--- src/rtl/cal_trim_pkg.sv ---
package cal_trim_pkg;

    localparam int CYCLE_MINUTES = 64;
    localparam int MIN_W         = 6;

    typedef enum logic [1:0] {
        CS_PLAIN    = 2'd0,
        CS_ARM_SLOW = 2'd1,
        CS_ARM_FAST = 2'd2,
        CS_SPENT    = 2'd3
    } cal_state_e;

    typedef struct packed {
        logic       ft_en;
        logic       speed_up;
        logic [4:0] mag;
    } cal_ctrl_t;

endpackage

--- src/rtl/cal_prescaler.sv ---
module cal_prescaler #(
    parameter int PRE = 256
) (
    input  logic clk,
    input  logic rst_n,
    input  logic run_i,
    input  logic stretch_i,
    input  logic split_i,
    output logic tick_o,
    output logic split_tick_o
);
    localparam int CNT_W = $clog2(PRE + PRE / 2);
    localparam logic [CNT_W-1:0] RELOAD_NORM = CNT_W'(PRE - 1);
    localparam logic [CNT_W-1:0] RELOAD_LONG = CNT_W'(PRE - 1 + PRE / 2);

    logic [CNT_W-1:0] cnt_q;

    always_comb begin
        tick_o       = run_i && (cnt_q == '0);
        split_tick_o = tick_o && split_i;
    end

    always_ff @(posedge clk or negedge rst_n) begin
        if (!rst_n) begin
            cnt_q <= RELOAD_NORM;
        end else if (run_i) begin
            if (cnt_q == '0) begin
                cnt_q <= stretch_i ? RELOAD_LONG : RELOAD_NORM;
            end else begin
                cnt_q <= cnt_q - 1'b1;
            end
        end
    end


    pre_gap_chk: assert property (@(posedge clk) disable iff (!rst_n)
        tick_o |=> !tick_o);

endmodule

--- src/rtl/cal_timebase.sv ---
module cal_timebase
    import cal_trim_pkg::*;
#(
    parameter int SEC_DIV     = 128,
    parameter int SEC_PER_MIN = 60
) (
    input  logic             clk,
    input  logic             rst_n,
    input  logic             tick_i,
    input  logic             split_i,
    output logic             sec_tick_o,
    output logic             min_bnd_o,
    output logic [MIN_W-1:0] minute_o,
    output logic [MIN_W-1:0] minute_next_o,
    output logic             cycle_start_o
);
    localparam int SUB_W = $clog2(SEC_DIV + 2);
    localparam int SEC_W = $clog2(SEC_PER_MIN);
    localparam logic [SUB_W-1:0] SUB_END  = SUB_W'(SEC_DIV);
    localparam logic [SEC_W-1:0] SEC_LAST = SEC_W'(SEC_PER_MIN - 1);
    localparam logic [MIN_W-1:0] MIN_LAST = MIN_W'(CYCLE_MINUTES - 1);

    logic [SUB_W-1:0] sub_q;
    logic [SUB_W-1:0] sub_sum;
    logic [SEC_W-1:0] sec_q;
    logic [MIN_W-1:0] min_q;

    always_comb begin
        sub_sum       = sub_q + (split_i ? SUB_W'(2) : SUB_W'(1));
        sec_tick_o    = tick_i && (sub_sum >= SUB_END);
        min_bnd_o     = sec_tick_o && (sec_q == SEC_LAST);
        minute_next_o = (min_q == MIN_LAST) ? '0 : min_q + 1'b1;
        cycle_start_o = min_bnd_o && (min_q == MIN_LAST);
        minute_o      = min_q;
    end

    always_ff @(posedge clk or negedge rst_n) begin
        if (!rst_n) begin
            sub_q <= '0;
        end else if (tick_i) begin
            sub_q <= sec_tick_o ? '0 : sub_sum;
        end
    end

    always_ff @(posedge clk or negedge rst_n) begin
        if (!rst_n) begin
            sec_q <= '0;
            min_q <= '0;
        end else if (sec_tick_o) begin
            if (sec_q == SEC_LAST) begin
                sec_q <= '0;
                min_q <= minute_next_o;
            end else begin
                sec_q <= sec_q + 1'b1;
            end
        end
    end


    minute_wrap_chk: assert property (@(posedge clk) disable iff (!rst_n)
        (min_bnd_o && minute_o == MIN_LAST) |=> (minute_o == '0));


    sec_gap_chk: assert property (@(posedge clk) disable iff (!rst_n)
        sec_tick_o |=> !sec_tick_o);


    split_inside_chk: assert property (@(posedge clk) disable iff (!rst_n)
        split_i |-> !sec_tick_o);

endmodule

--- src/rtl/cal_seq.sv ---
module cal_seq
    import cal_trim_pkg::*;
(
    input  logic             clk,
    input  logic             rst_n,
    input  logic             min_bnd_i,
    input  logic [MIN_W-1:0] minute_next_i,
    input  logic             tick_i,
    input  logic [4:0]       mag_i,
    input  logic             speed_up_i,
    output logic             stretch_o,
    output logic             split_o,
    output logic             cal_minute_o
);
    cal_state_e state_q;
    cal_state_e state_d;
    cal_state_e pick;

    always_comb begin
        if ((mag_i != '0) && (minute_next_i < {mag_i, 1'b0})) begin
            pick = speed_up_i ? CS_ARM_FAST : CS_ARM_SLOW;
        end else begin
            pick = CS_PLAIN;
        end
    end

    always_comb begin
        state_d = state_q;
        unique case (state_q)
            CS_PLAIN, CS_SPENT: begin
                if (min_bnd_i) state_d = pick;
            end
            CS_ARM_SLOW, CS_ARM_FAST: begin
                if (min_bnd_i)   state_d = pick;
                else if (tick_i) state_d = CS_SPENT;
            end
            default: state_d = CS_PLAIN;
        endcase
    end

    always_ff @(posedge clk or negedge rst_n) begin
        if (!rst_n) state_q <= CS_PLAIN;
        else        state_q <= state_d;
    end

    always_comb begin
        stretch_o    = 1'b0;
        split_o      = 1'b0;
        cal_minute_o = 1'b1;
        unique case (state_q)
            CS_PLAIN:    cal_minute_o = 1'b0;
            CS_ARM_SLOW: stretch_o    = 1'b1;
            CS_ARM_FAST: split_o      = 1'b1;
            CS_SPENT:    cal_minute_o = 1'b1;
            default:     cal_minute_o = 1'b0;
        endcase
    end


    arm_consumed_chk: assert property (@(posedge clk) disable iff (!rst_n)
        (state_q == CS_ARM_SLOW || state_q == CS_ARM_FAST) |-> !min_bnd_i);


    plain_hold_chk: assert property (@(posedge clk) disable iff (!rst_n)
        (!min_bnd_i && state_q == CS_PLAIN) |=> (state_q == CS_PLAIN));

endmodule

--- src/rtl/cal_ftest.sv ---
module cal_ftest #(
    parameter int HALF = 32
) (
    input  logic clk,
    input  logic rst_n,
    input  logic run_i,
    input  logic gate_i,
    output logic ft_o
);
    localparam int HALF_W = $clog2(HALF);
    localparam logic [HALF_W-1:0] HALF_LAST = HALF_W'(HALF - 1);

    logic [HALF_W-1:0] cnt_q;
    logic              wave_q;

    always_ff @(posedge clk or negedge rst_n) begin
        if (!rst_n) begin
            cnt_q  <= '0;
            wave_q <= 1'b0;
        end else if (run_i) begin
            if (cnt_q == HALF_LAST) begin
                cnt_q  <= '0;
                wave_q <= ~wave_q;
            end else begin
                cnt_q <= cnt_q + 1'b1;
            end
        end
    end

    always_comb ft_o = gate_i && wave_q;


    wave_hold_chk: assert property (@(posedge clk) disable iff (!rst_n)
        !run_i |=> $stable(wave_q));

endmodule

--- src/rtl/cal_trim_core.sv ---
module cal_trim_core
    import cal_trim_pkg::*;
#(
    parameter int PRE         = 256,
    parameter int SEC_DIV     = 128,
    parameter int SEC_PER_MIN = 60
) (
    input  logic       clk_osc,
    input  logic       rst_n,
    input  logic       ctrl_we,
    input  logic [6:0] ctrl_wdata,
    input  logic       power_fail,
    input  logic       stop_osc,
    input  logic       alarm_flag_en,
    input  logic       wdog_steer,
    input  logic [7:0] wdog_value,
    output logic       sec_tick,
    output logic       tick_128hz,
    output logic [5:0] minute_idx,
    output logic       cycle_start,
    output logic       cal_minute,
    output logic       ft_out
);
    localparam int FT_HALF = PRE / 8;

    cal_ctrl_t        ctrl_q;
    logic             run;
    logic             ft_gate;
    logic             pre_tick;
    logic             split_tick;
    logic             stretch;
    logic             split_req;
    logic             min_bnd;
    logic [MIN_W-1:0] minute_next;

    always_ff @(posedge clk_osc or negedge rst_n) begin
        if (!rst_n) begin
            ctrl_q <= '0;
        end else if (ctrl_we) begin
            ctrl_q       <= cal_ctrl_t'(ctrl_wdata);
            ctrl_q.ft_en <= ctrl_wdata[6] && !power_fail;
        end else if (power_fail) begin
            ctrl_q.ft_en <= 1'b0;
        end
    end

    always_comb begin
        run     = !stop_osc;
        ft_gate = ctrl_q.ft_en && !stop_osc && !alarm_flag_en
                  && (wdog_steer || (wdog_value == 8'd0));
    end

    cal_prescaler #(.PRE(PRE)) i_prescaler (
        .clk          (clk_osc),
        .rst_n        (rst_n),
        .run_i        (run),
        .stretch_i    (stretch),
        .split_i      (split_req),
        .tick_o       (pre_tick),
        .split_tick_o (split_tick)
    );

    cal_timebase #(.SEC_DIV(SEC_DIV), .SEC_PER_MIN(SEC_PER_MIN)) i_timebase (
        .clk           (clk_osc),
        .rst_n         (rst_n),
        .tick_i        (pre_tick),
        .split_i       (split_tick),
        .sec_tick_o    (sec_tick),
        .min_bnd_o     (min_bnd),
        .minute_o      (minute_idx),
        .minute_next_o (minute_next),
        .cycle_start_o (cycle_start)
    );

    cal_seq i_seq (
        .clk           (clk_osc),
        .rst_n         (rst_n),
        .min_bnd_i     (min_bnd),
        .minute_next_i (minute_next),
        .tick_i        (pre_tick),
        .mag_i         (ctrl_q.mag),
        .speed_up_i    (ctrl_q.speed_up),
        .stretch_o     (stretch),
        .split_o       (split_req),
        .cal_minute_o  (cal_minute)
    );

    cal_ftest #(.HALF(FT_HALF)) i_ftest (
        .clk    (clk_osc),
        .rst_n  (rst_n),
        .run_i  (run),
        .gate_i (ft_gate),
        .ft_o   (ft_out)
    );

    always_comb tick_128hz = pre_tick;


    pf_clear_chk: assert property (@(posedge clk_osc) disable iff (!rst_n)
        power_fail |=> !ft_out);


    stop_quiet_chk: assert property (@(posedge clk_osc) disable iff (!rst_n)
        stop_osc |-> (!sec_tick && !tick_128hz));


    cal_span_chk: assert property (@(posedge clk_osc) disable iff (!rst_n)
        cal_minute |-> (minute_idx < 6'd62));


    cycle_tick_chk: assert property (@(posedge clk_osc) disable iff (!rst_n)
        cycle_start |-> (sec_tick && minute_idx == 6'd63));

endmodule

--- config.mk ---
export PLATFORM = sky130hd
export DESIGN_NAME = cal_trim_core
export DESIGN_NICKNAME = d
export VERILOG_FILES = /design/src/rtl/cal_trim_pkg.sv /design/src/rtl/cal_prescaler.sv /design/src/rtl/cal_timebase.sv /design/src/rtl/cal_seq.sv /design/src/rtl/cal_ftest.sv /design/src/rtl/cal_trim_core.sv
export SDC_FILE = /design/constraint.sdc
export NUM_CORES = 1
export LEC_CHECK = 0
export BUFFER_PORTS_ARGS = -buffer_cell sky130_fd_sc_hd__buf_2
export CAP_MARGIN = 20
export CORE_AREA = 2 2 70 72
export CTS_BUF_LIST = sky130_fd_sc_hd__clkbuf_8 sky130_fd_sc_hd__clkbuf_16
export DETAILED_ROUTE_END_ITERATION = 6
export DIE_AREA = 0 0 72 74
export GPL_TIMING_DRIVEN = 0
export PLACE_DENSITY = 0.76
export SYNTH_ARGS = -nofsm -noshare
export SYNTH_HDL_FRONTEND = slang
export SYNTH_HIERARCHICAL = 1
export SYNTH_SLANG_ARGS = --single-unit
export TNS_END_PERCENT = 1
--- constraint.sdc ---
create_clock -name clk_osc -period 5 [get_ports clk_osc]
set_clock_uncertainty 0.05 [all_clocks]
set_input_delay 0.25 -clock clk_osc [delete_from_list [all_inputs] [get_ports clk_osc]]
set_output_delay 0.25 -clock clk_osc [all_outputs]
set_load 0.05 [all_outputs]
======== After elaboration in Yosys (flattened, before gate mapping) ========
Cells that the tools add are included.
word-level totals
  register bits after elaboration ......... 44
  output and inout bits ................... 11
  logic and storage cells ................. 70
operators by class
  add/subtract/negate cells ............... 5
  magnitude comparators ................... 2
  equal/unequal tests ..................... 8
  mux-type cells .......................... 18
  bitwise gates (word level) .............. 2
  reduce and logical (&&, ||, !) cells .... 25
operator list
  operator                                                             number
  9-bit 2-to-1 mux                                                     2
  6-bit by 1-bit adder with 6-bit output (second input constant)       2
  6-bit == test (second input constant)                                2
  2-bit 2-to-1 mux                                                     6
  6-bit 2-to-1 mux                                                     2
  1-bit logical AND                                                    11
  9-bit logical NOT                                                    1
  9-bit by 1-bit subtractor with 9-bit output (second input constant)  1
  8-bit adder                                                          1
  8-bit >= comparator (second input constant)                          1
  8-bit logical NOT                                                    1
  8-bit 2-to-1 mux                                                     1
  6-bit < comparator                                                   1
  2-bit AND reduction                                                  3
  5-bit by 1-bit adder with 5-bit output (second input constant)       1
  5-bit == test (second input constant)                                1
  1-bit 2-to-1 mux                                                     5
  5-bit 2-to-1 mux                                                     1
  5-bit nonzero test                                                   1
  2-bit == test (second input constant)                                2
  2-bit one-hot mux with 2 select lines                                1
  2-bit OR reduction                                                   2
  1-bit logical NOT                                                    3
  3-bit by 2-bit != test with 1-bit output (second input constant)     1
  6 further kinds                                                      7

======== Longest topological paths before layout ========
Gate-level depths: netlist of run 1.
  depth after elaboration ................. 10
  gate-level depth with buffers ........... 15

======== Cells and area by module ========
The synthesis of run 1 kept the hierarchy.
modules (own cells, without submodules)
  module         times used  cells an instance  area each (um^2)  sequential area each (um^2)
  cal_timebase   1           115                1,207.4           500.5
  cal_prescaler  1           42                 478.0             235.2
  cal_ftest      1           25                 305.3             150.1
  cal_trim_core  1           21                 304.0             175.2
  cal_seq        1           31                 261.5             50.0

======== Worst setup path before layout of run 1 ========
OpenSTA, ideal clock, no wires.
  kind .................................... reg2out
  start point ............................. register i_prescaler.cnt_q[0]
  end point ............................... output port cycle_start
  arrival time ............................ 3.172 ns
  required time ........................... 4.700 ns
  path slack .............................. 1.528 ns
  cell stages (with the launch flop) ...... 14
  path buffers ............................ 0
  cell sequence ........................... dfstp_2 inv_1 ha_1 nand2_2 nand4bb_4 or2_4 inv_2 and2_1 inv_1 ha_1 a21o_2 a31oi_1 o21a_1 and2_1
on the way
  word-level cells in the longest chain between the ends .. 9
ends and longest elaborated chain
  item                    line                 text
  start, declared         cal_prescaler.sv:16  logic [CNT_W-1:0] cnt_q;
  start signal, assigned  cal_prescaler.sv:28  cnt_q <= stretch_i ? RELOAD_LONG : RELOAD_NORM;
  start signal, assigned  cal_prescaler.sv:30  cnt_q <= cnt_q - 1'b1;
  9-bit logical NOT       cal_prescaler.sv:19  tick_o = run_i && (cnt_q == '0);
  1-bit logical AND       cal_prescaler.sv:19
  via tick_128hz          cal_trim_core.sv:18  output logic tick_128hz,
  1-bit logical AND       cal_prescaler.sv:20  split_tick_o = tick_o && split_i;
  via split_tick          cal_trim_core.sv:30  logic split_tick;
  2-bit 2-to-1 mux        cal_timebase.sv:29   sub_sum = sub_q + (split_i ? SUB_W'(2) : SUB_W'(1));
  8-bit adder             cal_timebase.sv:29
  8-bit >= comparator     cal_timebase.sv:30   sec_tick_o = tick_i && (sub_sum >= SUB_END);
  1-bit logical AND       cal_timebase.sv:30
  1-bit logical AND       cal_timebase.sv:31   min_bnd_o = sec_tick_o && (sec_q == SEC_LAST);
  via min_bnd             cal_trim_core.sv:33  logic min_bnd;
  1-bit logical AND       cal_timebase.sv:33   cycle_start_o = min_bnd_o && (min_q == MIN_LAST);
  end, declared           cal_trim_core.sv:20  output logic cycle_start,
The timed path passes the listed nets, and every way through them passes these cells.

======== Worst setup path in the final report of run 1 ========
  start point ............................. register i_prescaler.cnt_q[0]
  end point ............................... output port cycle_start
on the way
  word-level cells in the longest chain between the ends .. 9
ends and longest elaborated chain
  item                 line
  9-bit logical NOT    cal_prescaler.sv:19
  1-bit logical AND    cal_prescaler.sv:19
  1-bit logical AND    cal_prescaler.sv:20
  via split_tick       cal_trim_core.sv:30
  2-bit 2-to-1 mux     cal_timebase.sv:29
  8-bit adder          cal_timebase.sv:29
  8-bit >= comparator  cal_timebase.sv:30
  1-bit logical AND    cal_timebase.sv:30
  1-bit logical AND    cal_timebase.sv:31
  via min_bnd          cal_trim_core.sv:33
  1-bit logical AND    cal_timebase.sv:33
The timed path passes the listed nets, and every way through them passes these cells.

==> results.py, run 1 <==
metrics = {
    "power_and_ir_drop": {
        "p_per_area_nw_per_um2": 341,
        "sequentialPowerShare_pct": 54.8,
        "power.internal_uw": 672,
        "swShare_pct": 31.2,
        "p_leak_uw": 0.00144,
        "pwr-share-comb_pct": 23.2,
        "switchingPower_uw": 304,
        "ir_drop_mv": 0.289,
        "pwr-share-clk_pct": 22.0,
    },
    "clock_tree": {
        "cts_setup_buffers": 0,
        "cts_made_buffers": 5,
        "path_clk_slew_ns": 0.09,
        "clockRootBuffer": "clkbuf_8",
        "clock_path_buffers": 2,
        "hold_buffers": 0,
        "clock_sinks": 44,
        "postCtsResizedCells": 0,
        "cts_tree": "built",
        "cts_max_level": 2,
        "clock_latency_ns": 0.30,
    },
    "sta": {
        "setup_viol": 0,
        "tightestPinTransition_ns": 0.949,
        "finalMaxSlewViolations": 0,
        "min_period_ns": 3.96,
        "finalSetupTns_ns": 0,
        "max_clock_freq_mhz": 253,
        "holdWs_ns": 0.0470,
        "slew_headroom_pct": 36.8,
        "rsz0062_at_grt": "no",
        "hold_viol_final": 0,
        "fin_crit_sh_pct": 79.1,
    },
    "global_routing": {
        "grt.total_usage_pct": 18.6,
        "antenna_found_initial": 0,
        "grt_overflow": 0,
        "grt_max_degree": 45,
        "grt_pass1_vias": 1762,
        "grt_pass1_wl_um": 7650,
    },
    "detailed_routing": {
        "drt-initial-drc-count": 88,
        "drc": 0,
        "routed_via_density": 5.57,
        "firstDrtPassIters": 4,
        "drtAntennaViolNets": 0,
        "finalWirelength_um": 4360,
        "via_count": 1823,
        "wl_per_cell_um": 13.3,
    },
    "yosys": {
        "syn_area_per_cell_um2": 10.9,
        "synth-edff-count": 0,
        "synth_cell_types": 62,
        "synthCells": 234,
        "ys_ff_latch": 44,
        "syn-cell-area_um2": 2560,
        "seq_area_frac_synth_pct": 43.5,
        "synthFlopType": "dfrtp_1",
        "yosysWarnings": 6,
        "synth.net_count": 271,
        "async_reset_ff_share_pct": 100,
    },
    "critical_path": {
        "cpMaxStageDelayCell": "dfstp_2",
        "crit_required_ns": 4.70,
        "worstPathArrival_ns": 3.66,
        "worstReg2RegStart": "i_prescaler/cnt_q[0]$_DFFE_PN1P_",
        "crit_chain": "inv_1 -> ha_1 -> nand2_2 -> nand4bb_4 -> or2_4 -> inv_2 -> and2_1 -> ha_1 -> a21o_2 -> a31oi_1 -> o21a_1 -> and2_1 -> buf_2",
        "critPathCaptureType": "output port",
        "cp_max_fo": 9,
        "rrSetupSlack_ns": 1.40,
        "reg2reg_to": "i_seq/state_q[1]$_DFFE_PN0P_",
        "worstSetupPathType": "reg2out",
        "startpoint_type": "register",
        "ff2ff_path_depth": 14,
        "max_stage_delay_ns": 0.58,
    },
    "floorplan": {
        "die_y_um": 74,
        "io_pins": 33,
        "start_util_pct": 55.6,
        "row_count": 25,
        "core_area_um2": 4600,
        "fp.dieArea_um2": 5330,
        "die_w_um": 72,
    },
    "finish": {
        "diodes": 0,
        "drive_gt1_share_pct": 31.1,
        "area_growth_pct": 12.0,
        "nets": 309,
    },
    "hold_path": {
        "hp-class": "in2async",
    },
    "placement": {
        "dp_hpwl_um": 3140,
        "gp_congestion": 0.767,
        "io_buffers": 31,
    },
    "outcome": {
        "status": "complete, no violations",
    },
    "run": {
        "cap_violations": 0,
    },
}
-- layout make-up --
type | instances | area [um2]
sequential | 44 | 1110
inverter | 16 | 60.1
tap | 54 | 67.6
clock buffer | 5 | 68.8
multi-input combinational | 168 | 1320
clock inverter | 3 | 16.3
timing repair buffer | 31 | 155
buffer | 6 | 62.6
fill | 371 | 1730
-- worst max path at each step --
| stage | startpoint | to | slack [ns] |
|---|---|---|---|
| final | i_prescaler/cnt_q[0]$_DFFE_PN1P_ | cycle_start | 1.04 |
| after global routing | i_prescaler/cnt_q[0]$_DFFE_PN1P_ | cycle_start | 0.74 |
| after CTS | i_prescaler/cnt_q[0]$_DFFE_PN1P_ | cycle_start | 1.04 |
| after detailed placement | i_prescaler/cnt_q[0]$_DFFE_PN1P_ | cycle_start | 1.38 |
| after global placement | i_prescaler/cnt_q[0]$_DFFE_PN1P_ | cycle_start | 1.43 |
| after floorplan | i_prescaler/cnt_q[0]$_DFFE_PN1P_ | cycle_start | 1.53 |
-- state kept, by name, summed over array words and instances, names as in the netlist --
signal / cells
ctrl_q: 7
i_ftest/cnt_q: 5
i_ftest/wave_q: 1
i_prescaler/cnt_q: 9
i_seq/state_q: 2
i_timebase/minute_o: 6
i_timebase/sec_q: 6
i_timebase/sub_q: 8
-- power groups by stage --
stage          Sequential, uW  Clock, uW  Combinational (uW)
2_1_floorplan             522          0                 184
3_3_place_gp              537          0                 217
3_5_place_dp              540          0                 230
4_1_cts                   535        225                 231
5_1_grt                   549        237                 258
6_report                  535        215                 226
-- layer usage --
metal  vias up  GRT usage (%)  wire length, um
li1        902              -                -
met1       879           24.1             2100
met2        35           29.9             2030
met3         7           4.88              167
met4         0           7.55               60
met5         -              0                0
-- cells in the final DEF, fill, tap and decap left out, types with 3 or more instances in the layout --
| master | synthesis | routed |
|---|---|---|
| a21oi_1 | 7 | 7 |
| and2_1 | 4 | 4 |
| and3_1 | 5 | 5 |
| buf_2 | 1 | 32 |
| clkbuf_8 | 2 | 7 |
| dfrtp_1 | 36 | 36 |
| dfstp_2 | 8 | 8 |
| ha_1 | 14 | 14 |
| inv_1 | 14 | 15 |
| mux2_2 | 12 | 12 |
| mux2i_1 | 4 | 4 |
| nand2_1 | 14 | 14 |
| nand3_1 | 7 | 7 |
| nor2_1 | 21 | 21 |
| nor3_1 | 4 | 4 |
| o21ai_0 | 4 | 4 |
| o22ai_1 | 3 | 3 |
| xnor2_1 | 6 | 6 |
| xor2_1 | 11 | 11 |
-- per-stage QoR --
stage / setup WS, ns / instances / utilization, % / cell area, um2 / power, uW
finish: 1.04 / 327 / 62.3 / 2860 / 977
global route: 0.742 / 327 / 62.3 / 2860 / 1040
CTS: 1.04 / 327 / 62.3 / 2860 / 991
detailed placement: 1.38 / 319 / 60.4 / 2780 / 770
global placement: 1.43 / 319 / 60.4 / 2780 / 754
floorplan: 1.53 / 234 / - / 2560 / 707
-- Yosys cell counts (3+ instances only) --
cell type	n	area [um2]
a21oi_1	7	35.0
and2_1	4	25.0
and3_1	5	31.3
dfrtp_1	36	901
dfstp_2	8	210
ha_1	14	175
inv_1	14	52.6
mux2_2	12	135
mux2i_1	4	40.0
nand2_1	14	52.6
nand3_1	7	35.0
nor2_1	21	78.8
nor3_1	4	20.0
o21ai_0	4	20.0
o22ai_1	3	18.8
xnor2_1	6	52.6
xor2_1	11	96.3
-- cell families (layout without fill, tap and decap cells) --
family	after synthesis	after routing	synth area share [%]
fa+ha+maj	15	15	7.64
buf+inv	22	61	4.80
compound gates	36	36	10.8
xor+xnor	17	17	5.82
simple gates	81	81	19.1
flops	44	44	43.5
mux	19	19	8.32
-- worst max-delay path: cells and delay by family (launching register included) --
family	cells	cell delay [ns]
buffers and inverters	3	0.37
AND/OR/NAND/NOR	5	0.78
flip-flops	1	0.58
adder cells (fa/ha/maj)	2	0.52
AO/OA/AOI/OAI	3	1.10
(Power assumes the default switching activity.)
==> inputs of run 2 (changes only) <==
ABC_AREA = 1   (was not set)
CORE_AREA = 2 2 71 73   (was 2 2 70 72)
DIE_AREA = 0 0 73 75   (was 0 0 72 74)
PLACE_DENSITY = 0.75   (was 0.76)
clock period = 3.9 ns   (was 5 ns; I/O delays follow)
==> results.py, run 2 <==
metrics = {
    "floorplan": {
        "die_w_um": 73,
        "start_util_pct": 55.8,
        "die_y_um": 75,
        "row_count": 25,
        "io_pins": 33,
        "core_area_um2": 4660,
        "fp.dieArea_um2": 5480,
    },
    "finish": {
        "nets": 401,
        "num-fill-cells": 404,
        "area_growth_pct": 12.0,
        "largest_register": "i_prescaler/cnt_q",
        "final_cell_mix": "nand2_1, inv_1, nor2_1",
        "final_common_cell": "nand2_1",
        "fin_area_um2": 2910,
        "diodes": 0,
        "biggestRegsByFlops": "i_prescaler/cnt_q x9, i_timebase/sub_q x8, ctrl_q x7",
        "drive_gt1_share_pct": 21.1,
        "largest_register_ffs": 9,
    },
    "placement": {
        "gp_congestion": 0.783,
        "placed_area_um2": 2820,
        "dp_hpwl_um": 3400,
        "io_buffers": 31,
    },
    "critical_path": {
        "startpoint_type": "register",
        "crit_required_ns": 3.65,
        "crit_chain": "inv_1 -> ha_1 -> nand3_2 -> inv_2 -> nand3_2 -> nor2_1 -> inv_1 -> ha_1 -> nand3_1 -> nand2_1 -> nand3_2 -> nand2_1 -> nor2_4 -> buf_6 -> buf_2",
        "cpMostUsedCell": "nand3_2",
        "cpMaxStageDelayCell": "dfstp_2",
        "critPathCaptureType": "output port",
        "worstSetupPathType": "reg2out",
        "reg2reg_to": "i_seq/state_q[1]$_DFFE_PN0P_",
        "worstPathArrival_ns": 2.94,
        "cp_top_family": "simple AND/OR/NAND/NOR gates",
        "cp_max_fo": 10,
        "ff2ff_path_depth": 17,
        "critPathBufInv": 5,
        "rrSetupSlack_ns": 1.20,
        "worstReg2RegStart": "i_prescaler/cnt_q[0]$_DFFE_PN1P_",
        "max_stage_delay_ns": 0.37,
    },
    "clock_tree": {
        "cts_setup_buffers": 0,
        "postCtsResizedCells": 0,
        "cts_tree": "built",
        "cts_made_buffers": 5,
        "clock_path_buffers": 2,
        "cts_max_level": 2,
        "clock_latency_ns": 0.29,
        "path_clk_slew_ns": 0.08,
        "clock_sinks": 44,
        "hold_buffers": 1,
        "clockRootBuffer": "clkbuf_8",
    },
    "sta": {
        "slew_headroom_pct": 36.0,
        "finalSetupTns_ns": 0,
        "finalMaxSlewViolations": 0,
        "max_clock_freq_mhz": 314,
        "fin_crit_sh_pct": 81.7,
        "hold_viol_final": 0,
        "rsz0062_at_grt": "no",
        "min_period_ns": 3.19,
        "tightestPinTransition_ns": 0.961,
        "setup_viol": 0,
    },
    "yosys": {
        "synth.net_count": 362,
        "ys_ff_latch": 44,
        "yosysMostFrequentCell": "nand2_1",
        "async_reset_ff_share_pct": 100,
        "yosysWarnings": 6,
        "synth.top_cell.area_share_pct": 34.6,
        "synthCells": 325,
        "synth-edff-count": 0,
        "syn-cell-area_um2": 2600,
        "synthTopCellsByArea": "dfrtp_1, nand2_1, dfstp_2",
        "synthFlopType": "dfrtp_1",
        "yosys.area.top_type": "dfrtp_1",
        "seq_area_frac_synth_pct": 42.7,
        "synthTopCellsByCount": "nand2_1, inv_1, nor2_1, dfrtp_1, nand3_1",
        "syn_area_per_cell_um2": 8.00,
        "synth_cell_types": 32,
    },
    "power_and_ir_drop": {
        "sequentialPowerShare_pct": 51.9,
        "switchingPower_uw": 438,
        "pwr-share-clk_pct": 20.0,
        "power.internal_uw": 871,
        "p_leak_uw": 0.00160,
        "ir_drop_mv": 0.206,
        "swShare_pct": 33.4,
        "pwr-share-comb_pct": 28.1,
        "p_per_area_nw_per_um2": 449,
    },
    "run": {
        "cap_violations": 0,
    },
    "detailed_routing": {
        "drtAntennaViolNets": 0,
        "finalWirelength_um": 4550,
        "drt-initial-drc-count": 119,
        "firstDrtPassIters": 4,
        "drc": 0,
        "routed_via_density": 4.99,
        "wl_per_cell_um": 10.9,
        "via_count": 2089,
    },
    "global_routing": {
        "grt_use_met1_pct": 24.2,
        "gr-usage-met3_pct": 3.88,
        "top_usage_layer": "met2",
        "grt_pass1_vias": 1981,
        "grt_max_degree": 45,
        "grt_pass1_wl_um": 8090,
        "met2_usage_pct": 31.5,
        "grt_overflow": 0,
        "antenna_found_initial": 0,
        "grt.total_usage_pct": 18.7,
    },
    "outcome": {
        "status": "complete, no violations",
    },
    "hold_path": {
        "hp-class": "in2async",
    },
}
-- run 2: changes by cell type after synthesis, sizes merged, moves of 3 or more --
cell   delta
and3      -6
o21ai     +6
mux2     -13
inv      +24
nand2    +89
o22ai     -4
mux2i     -4
nor2     +24
nand3    +23
a21oi     +3
xor2      -8
and2      -5
-- run 2: cell families (layout without fill, tap and decap cells) --
kind of cell,count (synthesis),in the layout,synth area share (%)
DFF,44,44,42.7
and+or+nand+nor,187,187,33.1
buffers and inverters,46,86,7.74
adders and majority gates,15,15,7.50
AOI/OAI and AO/OA,22,22,4.71
muxes,2,2,1.15
xor gates and xnor gates,9,9,3.03
-- run 2: power by group through the flow --
stage	Sequential [uW]	Combinational, uW	Clock [uW]
floorplan	668	300	0
global placement	683	353	0
detailed placement	689	373	0
CTS	680	374	276
global route	699	432	288
finish	680	367	262
-- run 2: cell type report --
| cell class | instances | area [um2] | share of cell area [%] |
|---|---|---|---|
| inverter | 41 | 155 | 5.32 |
| tap | 54 | 67.6 | 2.32 |
| clock buffer | 5 | 68.8 | 2.36 |
| clock inverter | 3 | 11.3 | 0.386 |
| sequential | 44 | 1110 | 38.1 |
| multi-input combinational | 235 | 1290 | 44.2 |
| timing repair buffer | 32 | 165 | 5.67 |
| buffer | 5 | 46.3 | 1.59 |
-- run 2: worst max-delay path by stage --
| stage | startpoint | end | depth (start not counted) |
|---|---|---|---|
| after detailed placement | i_prescaler/cnt_q[0]$_DFFE_PN1P_ | sec_tick | 15 |
| final | i_prescaler/cnt_q[0]$_DFFE_PN1P_ | sec_tick | 15 |
| after global routing | i_prescaler/cnt_q[0]$_DFFE_PN1P_ | sec_tick | 15 |
| after CTS | i_prescaler/cnt_q[0]$_DFFE_PN1P_ | sec_tick | 15 |
| after global placement | i_prescaler/cnt_q[0]$_DFFE_PN1P_ | sec_tick | 15 |
| after floorplan | i_prescaler/cnt_q[0]$_DFFE_PN1P_ | cycle_start | 13 |
-- run 2: layer usage --
layer	part of all wire [%]	routed length, um
met2	48	2160
met3	4.7	214
met4	1.1	48
met1	47	2120
met5	0	0
-- run 2: per-stage QoR --
stage	hold WS, ns	cells	power, uW	util, %	worst slack (ns)
finish	0.00593	419	1310	62.5	0.713
global route	0.0627	419	1420	62.5	0.446
CTS	0.0418	419	1330	62.5	0.696
detailed placement	0.311	410	1060	60.6	1.03
global placement	0.307	410	1040	60.6	1.12
floorplan	-0.151	325	969	-	1.16
==> inputs of run 3 (changes only) <==
CORE_AREA = 2 2 74 76   (was 2 2 71 73)
DIE_AREA = 0 0 76 78   (was 0 0 73 75)
PLACE_DENSITY = 0.72   (was 0.75)
clock period = 2.8 ns   (was 3.9 ns; I/O delays follow)
==> results.py, run 3 (synthesis results as in run 2) <==
metrics = {
    "outcome": {
        "status": "complete, no violations",
    },
    "global_routing": {
        "grt_max_degree": 45,
        "grt_overflow": 0,
        "antenna_found_initial": 0,
        "grt_pass1_vias": 2093,
        "grt_pass1_wl_um": 8860,
        "grt.total_usage_pct": 18.3,
    },
    "critical_path": {
        "worstPathArrival_ns": 2.39,
        "rrSetupSlack_ns": 0.38,
        "crit_required_ns": 2.61,
        "max_stage_delay_ns": 0.54,
        "critPathCaptureType": "output port",
        "critPathBufInv": 3,
        "worstSetupPathType": "reg2out",
        "cp_top_family": "simple AND/OR/NAND/NOR gates",
        "cpMaxStageDelayCell": "dfstp_2",
        "startpoint_type": "register",
        "cp_max_fo": 5,
        "crit_chain": "inv_1 -> ha_4 -> nand3_4 -> inv_2 -> nand3_4 -> nor2_4 -> ha_1 -> nand3_1 -> nand2_2 -> nand2_1 -> nand2_2 -> nand4_4 -> nor2_2 -> buf_6",
    },
    "floorplan": {
        "io_pins": 33,
        "fp.dieArea_um2": 5930,
        "start_util_pct": 51.6,
        "core_area_um2": 5040,
        "die_w_um": 76,
        "row_count": 26,
        "die_y_um": 78,
    },
    "clock_tree": {
        "cts_tree": "built",
        "path_clk_slew_ns": 0.08,
        "clockRootBuffer": "clkbuf_8",
        "cts_max_level": 2,
        "cts_made_buffers": 5,
        "clock_sinks": 44,
        "clock_latency_ns": 0.30,
        "clock_path_buffers": 2,
    },
    "sta": {
        "min_period_ns": 2.58,
        "tightestPinTransition_ns": 0.974,
        "max_clock_freq_mhz": 387,
        "setup_viol": 0,
        "hold_viol_final": 0,
        "rsz0062_at_grt": "no",
        "finalSetupTns_ns": 0,
        "fin_crit_sh_pct": 92.2,
        "slew_headroom_pct": 35.0,
        "finalMaxSlewViolations": 0,
    },
    "detailed_routing": {
        "firstDrtPassIters": 5,
        "finalWirelength_um": 4860,
        "wl_per_cell_um": 10.9,
        "drt-initial-drc-count": 88,
        "routed_via_density": 4.84,
        "drtAntennaViolNets": 0,
        "via_count": 2153,
        "drc": 0,
    },
    "hold_path": {
        "hp-class": "in2reg",
    },
    "placement": {
        "io_buffers": 31,
        "dp_hpwl_um": 3360,
        "gp_congestion": 0.828,
    },
    "power_and_ir_drop": {
        "ir_drop_mv": 0.367,
        "p_leak_uw": 0.00165,
        "p_per_area_nw_per_um2": 606,
    },
    "run": {
        "cap_violations": 0,
    },
    "finish": {
        "num-fill-cells": 439,
        "diodes": 0,
        "largest_register": "i_prescaler/cnt_q",
        "utilization_pct": 61.2,
        "nets": 412,
        "area_growth_pct": 18.7,
        "biggestRegsByFlops": "i_prescaler/cnt_q x9, i_timebase/sub_q x8, ctrl_q x7",
        "largest_register_ffs": 9,
        "final_cell_mix": "nand2_1, inv_1, dfrtp_1",
        "drive_gt1_share_pct": 23.7,
        "final_common_cell": "nand2_1",
    },
}
run 3: path summary, 6_finish.rpt:
check                                                 startpoint                                  to  cells past startpoint
min in group asynchronous                                  rst_n        i_ftest/cnt_q[4]$_DFFE_PN0P_                      2
worst max register to register  i_prescaler/cnt_q[1]$_DFFE_PN1P_        i_seq/state_q[0]$_DFFE_PN0P_                     17
worst min-delay path                               ctrl_wdata[5]               ctrl_q[5]$_DFFE_PN0P_                      3
max in group asynchronous                                  rst_n  i_timebase/minute_o[4]$_DFFE_PN0P_                      2
worst min register to register  i_prescaler/cnt_q[2]$_DFFE_PN1P_    i_prescaler/cnt_q[2]$_DFFE_PN1P_                      2
worst max-delay path            i_prescaler/cnt_q[1]$_DFFE_PN1P_                         cycle_start                     14
run 3: cell type report:
| type | instances | area [um2] | share of cell area (%) |
|---|---|---|---|
| clock buffer | 5 | 68.8 | 2.23 |
| tap | 70 | 87.6 | 2.84 |
| timing repair buffer | 43 | 279 | 9.04 |
| inverter | 41 | 155 | 5.02 |
| multi-input combinational | 235 | 1330 | 43.1 |
| buffer | 5 | 46.3 | 1.50 |
| clock inverter | 2 | 8.76 | 0.284 |
| sequential | 44 | 1110 | 36.0 |
run 3: worst reg2reg max path, stage by stage, from the launching register on:
cell     delay (ns)
dfstp_2        0.54
inv_1          0.07
ha_4           0.17
nand3_4        0.09
inv_2          0.06
nand3_4        0.10
nor2_4         0.05
ha_1           0.27
nand3_1        0.08
nand2_2        0.10
nand2_1        0.07
nand2_2        0.09
nand4_4        0.12
buf_4          0.16
inv_1          0.07
a21o_1         0.11
nor2_1         0.04
a21oi_1        0.10
run 3: through the flow:
step	total power [uW]	setup WS, ns	hold WS, ns	cells	cell area (um2)
6_report	1870	0.219	0.0234	445	3090
5_1_grt	2030	0.00252	0.0259	445	3090
4_1_cts	1870	0.0146	0.0178	442	3040
3_5_place_dp	1470	0.0292	0.256	426	2840
3_3_place_gp	1440	0.0707	0.252	426	2840
2_1_floorplan	1350	0.114	-0.206	325	2600
run 3: per-layer routing:
layer	GRT usage, %	wire [um]	vias up
met5	0	0	-
met4	6.00	74	0
met3	3.72	195	7
met2	31.6	2280	55
met1	23.2	2310	976
li1	-	-	1115
run 3: report_power, final:
part           switching [uW]  internal [uW]  total, uW
Combinational             309            241        550
Clock                     208            166        375
Sequential                119            827        946
Total                     637           1230       1870
run 3: what timing repair did:
item	CTS	global route
endpoints found under the setup margin	2	8
pin swaps	2	4
buffers inserted	2	3
cloned	0	0
hold endpoints to repair	42	0
hold buffers	7	0
gates resized for setup	9	6
